File: config.mk
export PLATFORM = sky130hd
export DESIGN_NAME = switch_debounce
export DESIGN_NICKNAME = d
export VERILOG_FILES = /design/src/rtl/sw_debounce_pkg.sv /design/src/rtl/sw_sampler.sv /design/src/rtl/sw_run_counter.sv /design/src/rtl/sw_out_reg.sv /design/src/rtl/switch_debounce.sv
export SDC_FILE = /design/constraint.sdc
export NUM_CORES = 1
export LEC_CHECK = 0
export ABC_AREA = 1
export BUFFER_PORTS_ARGS = -buffer_cell sky130_fd_sc_hd__buf_2
export CORE_MARGIN = 10
export CORE_UTILIZATION = 25
export CTS_BUF_LIST = sky130_fd_sc_hd__clkbuf_8 sky130_fd_sc_hd__clkbuf_16
export CTS_CLUSTER_DIAMETER = 200
export DETAILED_ROUTE_END_ITERATION = 10
export PLACE_DENSITY_LB_ADDON = 0.2
export SYNTH_ARGS = -nofsm -noshare
export SYNTH_HDL_FRONTEND = slang
export SYNTH_SLANG_ARGS = --single-unit
export TNS_END_PERCENT = 30
File: constraint.sdc
create_clock -name clk -period 2.4 [get_ports clk]
set_input_delay 0.48 -clock clk [delete_from_list [all_inputs] [get_ports clk]]
set_output_delay 0.48 -clock clk [all_outputs]
set_load 0.01 [all_outputs]
File: src/rtl/sw_debounce_pkg.sv
package sw_debounce_pkg;

  // Run length in clocks: derived from clock rate and quiet time, or a
  // power of two when the carry-out variant is selected.
  function automatic int unsigned hold_cycles(input longint unsigned clk_hz,
                                              input longint unsigned stable_ms,
                                              input int unsigned     carry_bits);
    longint unsigned t;
    if (carry_bits != 0) t = longint'(1) << carry_bits;
    else                 t = (clk_hz * stable_ms) / 1000;
    if (t == 0) t = 1;
    return t[31:0];
  endfunction

  // Smallest width that can represent the value limit.
  function automatic int unsigned count_width(input int unsigned limit);
    int unsigned w;
    w = 1;
    while ((longint'(1) << w) <= longint'(limit)) w++;
    return w;
  endfunction

endpackage

File: src/rtl/sw_sampler.sv
module sw_sampler (
  input  logic clk,
  input  logic rst_n,
  input  logic raw,
  output logic near_q,
  output logic far_q
);
  always_ff @(posedge clk or negedge rst_n) begin
    if (!rst_n) begin
      near_q <= 1'b0;
      far_q  <= 1'b0;
    end else begin
      near_q <= raw;
      far_q  <= near_q;
    end
  end
endmodule

File: src/rtl/sw_run_counter.sv
module sw_run_counter #(
  parameter int unsigned LIMIT      = 16,
  parameter int unsigned WIDTH      = 5,
  parameter int unsigned CARRY_BITS = 0
) (
  input  logic             clk,
  input  logic             rst_n,
  input  logic             differ,
  output logic [WIDTH-1:0] count,
  output logic             full
);
  localparam logic [WIDTH-1:0] LIMIT_W = WIDTH'(LIMIT);

  generate
    if (CARRY_BITS != 0) begin : g_carry
      // Limit is 2^N and width N+1, so the top bit is the carry-out.
      assign full = count[WIDTH-1];
    end else begin : g_compare
      assign full = (count == LIMIT_W);
    end
  endgenerate

  always_ff @(posedge clk or negedge rst_n) begin
    if (!rst_n)      count <= '0;
    else if (differ) count <= '0;
    else if (!full)  count <= count + 1'b1;
  end

  assert_cnt_bound_R5: assert property (@(posedge clk) disable iff (!rst_n)
    count <= LIMIT_W);
endmodule

File: src/rtl/sw_out_reg.sv
module sw_out_reg (
  input  logic clk,
  input  logic rst_n,
  input  logic load,
  input  logic d,
  output logic q
);
  always_ff @(posedge clk or negedge rst_n) begin
    if (!rst_n)    q <= 1'b0;
    else if (load) q <= d;
  end
endmodule

File: src/rtl/switch_debounce.sv
module switch_debounce #(
  parameter int unsigned CLK_HZ     = 50_000_000,
  parameter int unsigned STABLE_MS  = 10,
  parameter int unsigned CARRY_BITS = 0
) (
  input  logic clk,
  input  logic rst_n,
  input  logic sw_raw,
  output logic sw_clean
);
  import sw_debounce_pkg::*;

  localparam int unsigned LIMIT = hold_cycles(CLK_HZ, STABLE_MS, CARRY_BITS);
  localparam int unsigned WIDTH = count_width(LIMIT);
  localparam logic [WIDTH-1:0] LIMIT_W = WIDTH'(LIMIT);

  logic             samp_near;
  logic             samp_far;
  logic             samples_differ;
  logic [WIDTH-1:0] run_count;
  logic             run_full;

  sw_sampler u_sampler (
    .clk    (clk),
    .rst_n  (rst_n),
    .raw    (sw_raw),
    .near_q (samp_near),
    .far_q  (samp_far)
  );

  assign samples_differ = samp_near ^ samp_far;

  sw_run_counter #(
    .LIMIT      (LIMIT),
    .WIDTH      (WIDTH),
    .CARRY_BITS (CARRY_BITS)
  ) u_counter (
    .clk    (clk),
    .rst_n  (rst_n),
    .differ (samples_differ),
    .count  (run_count),
    .full   (run_full)
  );

  sw_out_reg u_out (
    .clk   (clk),
    .rst_n (rst_n),
    .load  (run_full),
    .d     (samp_far),
    .q     (sw_clean)
  );

  // a sample mismatch restarts the run
  assert_clear_R8: assert property (@(posedge clk) disable iff (!rst_n)
    (samp_near != samp_far) |=> (run_count == '0));

  // a completed run moves the older sample to the output
  assert_load_R3: assert property (@(posedge clk) disable iff (!rst_n)
    (run_count == LIMIT_W) |=> (sw_clean == $past(samp_far)));

  // no completed run, no output change
  assert_hold_R4: assert property (@(posedge clk) disable iff (!rst_n)
    (run_count != LIMIT_W) |=> $stable(sw_clean));

  // end-of-interval flag agrees with the counter value
  assert_full_R6: assert property (@(posedge clk) disable iff (!rst_n)
    run_full |-> (run_count == LIMIT_W));
endmodule

=== Word-level counts from Yosys, hierarchy flattened ===
Cells that the tools add are included.
W data, S select, Z words.

* Add/sub/neg operators: 1
* $mul: 0
* Divide/modulo/power cells: 0
* Magnitude comparators: 0
* Eq/ne operators: 2
* Shift operators: 0
* Muxes and demuxes: 2
* Bitwise gates (word level): 1
* Reductions and logical operators: 0

{| class="wikitable"
|+ Operators with widths
! cell !! count
|-
| $mux W19 || 2
|-
| $add A19 B1 Y19 const B || 1
|-
| $eq A19 B19 Y1 const B || 1
|-
| $ne A2 B2 Y1 const B || 1
|-
| $xor A1 B1 Y1 || 1
|}

* Register bits after elaboration: 22
* Bits in latches: 0
* RAM bits: 0
* Memory bits (read-only): 0
* Output and inout port bits: 1
* Logic and storage cells: 10
* Memories: 0

=== Depth between registers and ports, before layout ===
* Word-level depth: 3
* Gate-level depth with buffers: 8

=== Cells and area by module ===
Synthesis repeated with hierarchy kept, for this count alone.

* Cells, all modules: 194
* Area, all modules: 1402.6 um^2

{| class="wikitable"
|+ Modules (own cells, without submodules)
! module !! times used !! cells an instance !! area each (um^2) !! sequential area each (um^2)
|-
| sw_run_counter || 1 || 182 || 1293.7 || 475.5
|-
| sw_sampler || 1 || 2 || 50.0 || 50.0
|-
| sw_out_reg || 1 || 5 || 40.0 || 25.0
|-
| switch_debounce || 1 || 5 || 18.8 || 0.0
|}

=== Worst setup path before layout ===
No wires, ideal clock.

* Path type: reg2reg
* From: register u_counter.count[0]
* To: register u_counter.count[14]
* Setup time: 0.123 ns
* Arrival time: 1.195 ns
* Setup slack: 1.082 ns
* Cell stages (with the launch flop): 7
* Clock period less this slack: 1.318 ns
* Cells stage by stage: dfrtp_1 ha_1 nand3_2 nor2_4 nand3_1 xor2_1 nor2_1

* Cells in the longest elaborated chain, start to end: 3
* Elaborated cells on any way between the ends: 5
* Classes of those cells: 1 x add/sub; 2 x eq/ne; 2 x mux

{| class="wikitable"
|+ Ends and longest elaborated chain
! element !! line !! text
|-
| from (decl) || sw_run_counter.sv:9 || <nowiki>output logic [WIDTH-1:0] count,</nowiki>
|-
| from (signal assigned) || sw_run_counter.sv:26 || <nowiki>else if (!full) count <= count + 1'b1;</nowiki>
|-
| $add A19 B1 Y19 || sw_run_counter.sv:26 ||
|-
| $mux W19 || sw_run_counter.sv:26 ||
|-
| $mux W19 || sw_run_counter.sv:25 || <nowiki>else if (differ) count <= '0;</nowiki>
|}

Several ways; a longest one is shown, not always the timed one. The select of a mux whose other input is x is not followed.
A chain may end at the register's enable or synchronous reset.

=== Final worst setup path ===
* From: register u_counter.count[0]
* To: register u_counter.count[12]

Same word-level chain as after synthesis.

==> impl_metrics.ini <==
[pwr]
p_total_mw = 0.695
p_leak_nw = 0.575
powerDensity_nw_per_um2 = 493
ir_drop_v = 0.000197

[timing]
final_hold_viol_count = 0
finalClockSkew_ns = 0.00353
worst_pin_slew_ns = 0.507
final_max_slew_viol_count = 0
fin_crit_ns = 1.47
setup_viol = 0
post-route-period-util = 0.614
fin_setup_tns_ns = 0
relSlewSlack = 0.662
max_freq_ghz = 0.679
rsz0062_at_grt = no

[worst_setup_path]
crit_buf_inv = 0
worstReg2RegStart = u_counter.count[0]
critPathSlowestCell = dfrtp_1
reg2regPathDepth = 7
r2r_slack_ns = 0.93
start_kind = flip-flop
startpoint = u_counter.count[0]
critPathRequiredTime_ns = 2.60
path_max_fanout = 7
worstPathArrival_ns = 1.68
path_delay_family = simple AND/OR/NAND/NOR gates
cp_cell_sequence = ha_1 -> nand3_2 -> nor2_4 -> nand2_2 -> o21ai_1 -> nand2_1 -> nor2_1
timing.rr.end = u_counter.count[12]
crit_type = reg -> reg
cp-end-kind = flip-flop
slowest_delay_ns = 0.48

[clock_tree]
cts_buffer_depth = 2
clk-insertion-delay-late_ns = 0.27
cts-htree-levels = 1
cts_hold_buf = 0
cts_resized = 0
cts-buffers-inserted = 3
clock_sinks = 22
cts_tree = done
clk_transition_reported_paths_ns = 0.08
clockRootBuffer = clkbuf_8
cts_setup_buffers = 0

[synthesis]
synth.cell_area_um2 = 1270
yosysSeqAreaShare = 0.435
synth_top_family_by_area = simple AND/OR/NAND/NOR gates
synthMuxAreaShare = 0
synth-xor-area-share = 0.0405
yosys_warnings = 0
synth_cell_type_count = 22
synth_compound_area_frac = 0.0662
synth.avg_cell_area_um2 = 7.45
synth-simple-area-share = 0.378
synthAdderAreaFrac = 0.0198
synthCells = 170
synth-seq-cells = 22
synth.net_count = 175

[finish]
fin_area_um2 = 1410
fin_nets = 183
n_fill_cell = 541
layoutNonFillerInstCount = 243
diodes = 0
drive_above_1_share = 0.136
area_growth_pct = 11.3

[drt]
vias = 1000
routed_wl_mm = 2.75
first_pass_iters = 4
drcViolationCount = 0
via_per_inst = 4.12
wl_per_cell_um = 11.3
drt-initial-drc-count = 75
postRouteAntennaNets = 0

[die]
rows = 25
initial_core_util = 0.263
die_width_um = 91.2
dieArea_um2 = 8310
num_io_pins = 4
die_y_um = 91.2
core_um2 = 4820

[run]
drv_cap = 0

[grt]
gr-total-overflow = 0
grt_pass1_vias = 1027
grt_pass1_wl_mm = 4.91
grtUsageTotal = 0.0722
grt_max_degree = 23
antenna_found_initial = 0

[run_status]
status = finished clean

[place]
place_congestion = 0.778
dp_cells = 240
hpwl_mm = 2.16
port_buffers = 3
dpl-instance-area_um2 = 1370

[worst_hold_path]
hold_path_class = in -> async
[through the flow]
| step | hold slack [ns] | setup slack [ns] | util |
|---|---|---|---|
| 2_1_floorplan | 0.184 | 1.08 | - |
| 3_3_place_gp | 0.411 | 0.983 | 0.284 |
| 3_5_place_dp | 0.415 | 0.941 | 0.284 |
| 4_1_cts | 0.202 | 0.921 | 0.292 |
| 5_1_grt | 0.211 | 0.712 | 0.292 |
| 6_report | 0.172 | 0.927 | 0.292 |
[worst reg2reg max path, cell delays in order, from the launching register on]
cell and delay (ns):
dfrtp_1 0.48, ha_1 0.29, nand3_2 0.15, nor2_4 0.16
nand2_2 0.08, o21ai_1 0.12, nand2_1 0.05, nor2_1 0.08
[layout make-up]
cell class	instances	area [um2]	area share
Clock buffer	3	41.3	0.0293
Inverter	19	71.3	0.0506
Multi-Input combinational cell	128	639	0.454
Sequential cell	22	551	0.391
Tap cell	67	83.8	0.0595
Timing Repair Buffer	4	22.5	0.0160
[flip-flops by register name (all words and copies together) (netlist names)]
register	flops
u_sampler.far_q	1
u_out.q	1
u_sampler.near_q	1
u_counter.count	19
[layout by cell type, fill, tap and decap left out]
master    netlist  layout
xor2_1          3       3
xnor2_2         1       1
nand2_1        46      46
o21bai_1        1       1
xnor2_1         1       1
a21oi_1         7       7
nor2_1         31      31
nand3_1         8       8
nand2_2         5       5
nor2_2          4       4
o21ai_1         2       2
nor2_4          3       3
clkbuf_8        0       3
inv_2           1       1
buf_2           1       3
dfrtp_1        22      22
o21ai_0         4       4
a21boi_2        1       1
nand4_1         4       4
inv_1          18      18
ha_1            2       2
nor3_1          3       3
nand3_2         2       2
buf_4           0       1
[metal layers]
metal	up-vias	GRT usage	routed length, um	share of wire
met5	-	0	0	0
li1	546	-	-	-
met2	8	0.112	1230	0.45
met1	441	0.0941	1410	0.51
met4	0	0.0274	46	0.017
met3	5	0.0173	55	0.020
[cell families (layout without fill, tap and decap cells)]
kind of cell	count (synthesis)	count (layout)
simple gates	106	106
buf+inv	20	26
compound gates	15	15
flops	22	22
xor+xnor	5	5
fa+ha+maj	2	2
[where the power goes]
group	total [mW]	switching [mW]	internal, mW
clock	0.239	0.127	0.112
sequential	0.396	0.0157	0.380
combinational	0.0600	0.0394	0.0207
[synth_stat cells]
| master | count | area, um2 |
|---|---|---|
| nand2_2 | 5 | 31.3 |
| nor2_2 | 4 | 25.0 |
| nand2_1 | 46 | 173 |
| nand3_1 | 8 | 40.0 |
| a21oi_1 | 7 | 35.0 |
| dfrtp_1 | 22 | 551 |
| nor2_1 | 31 | 116 |
| o21bai_1 | 1 | 7.51 |
| a21boi_2 | 1 | 11.3 |
| nor2_4 | 3 | 33.8 |
| xnor2_2 | 1 | 16.3 |
| o21ai_1 | 2 | 10.0 |
| nand4_1 | 4 | 25.0 |
| buf_2 | 1 | 5.00 |
| ha_1 | 2 | 25.0 |
| nand3_2 | 2 | 20.0 |
| inv_1 | 18 | 67.6 |
| xor2_1 | 3 | 26.3 |
| nor3_1 | 3 | 15.0 |
| inv_2 | 1 | 3.75 |
| xnor2_1 | 1 | 8.76 |
| o21ai_0 | 4 | 20.0 |
[worst max path at each step]
stage / endpoint / depth (start not counted)
after detailed placement: u_counter.count[12] / 7
after global placement: u_counter.count[14] / 6
after CTS: u_counter.count[12] / 7
final: u_counter.count[12] / 7
after global routing: u_counter.count[16] / 8
after floorplan: u_counter.count[14] / 6
(Power assumes the default switching activity.)
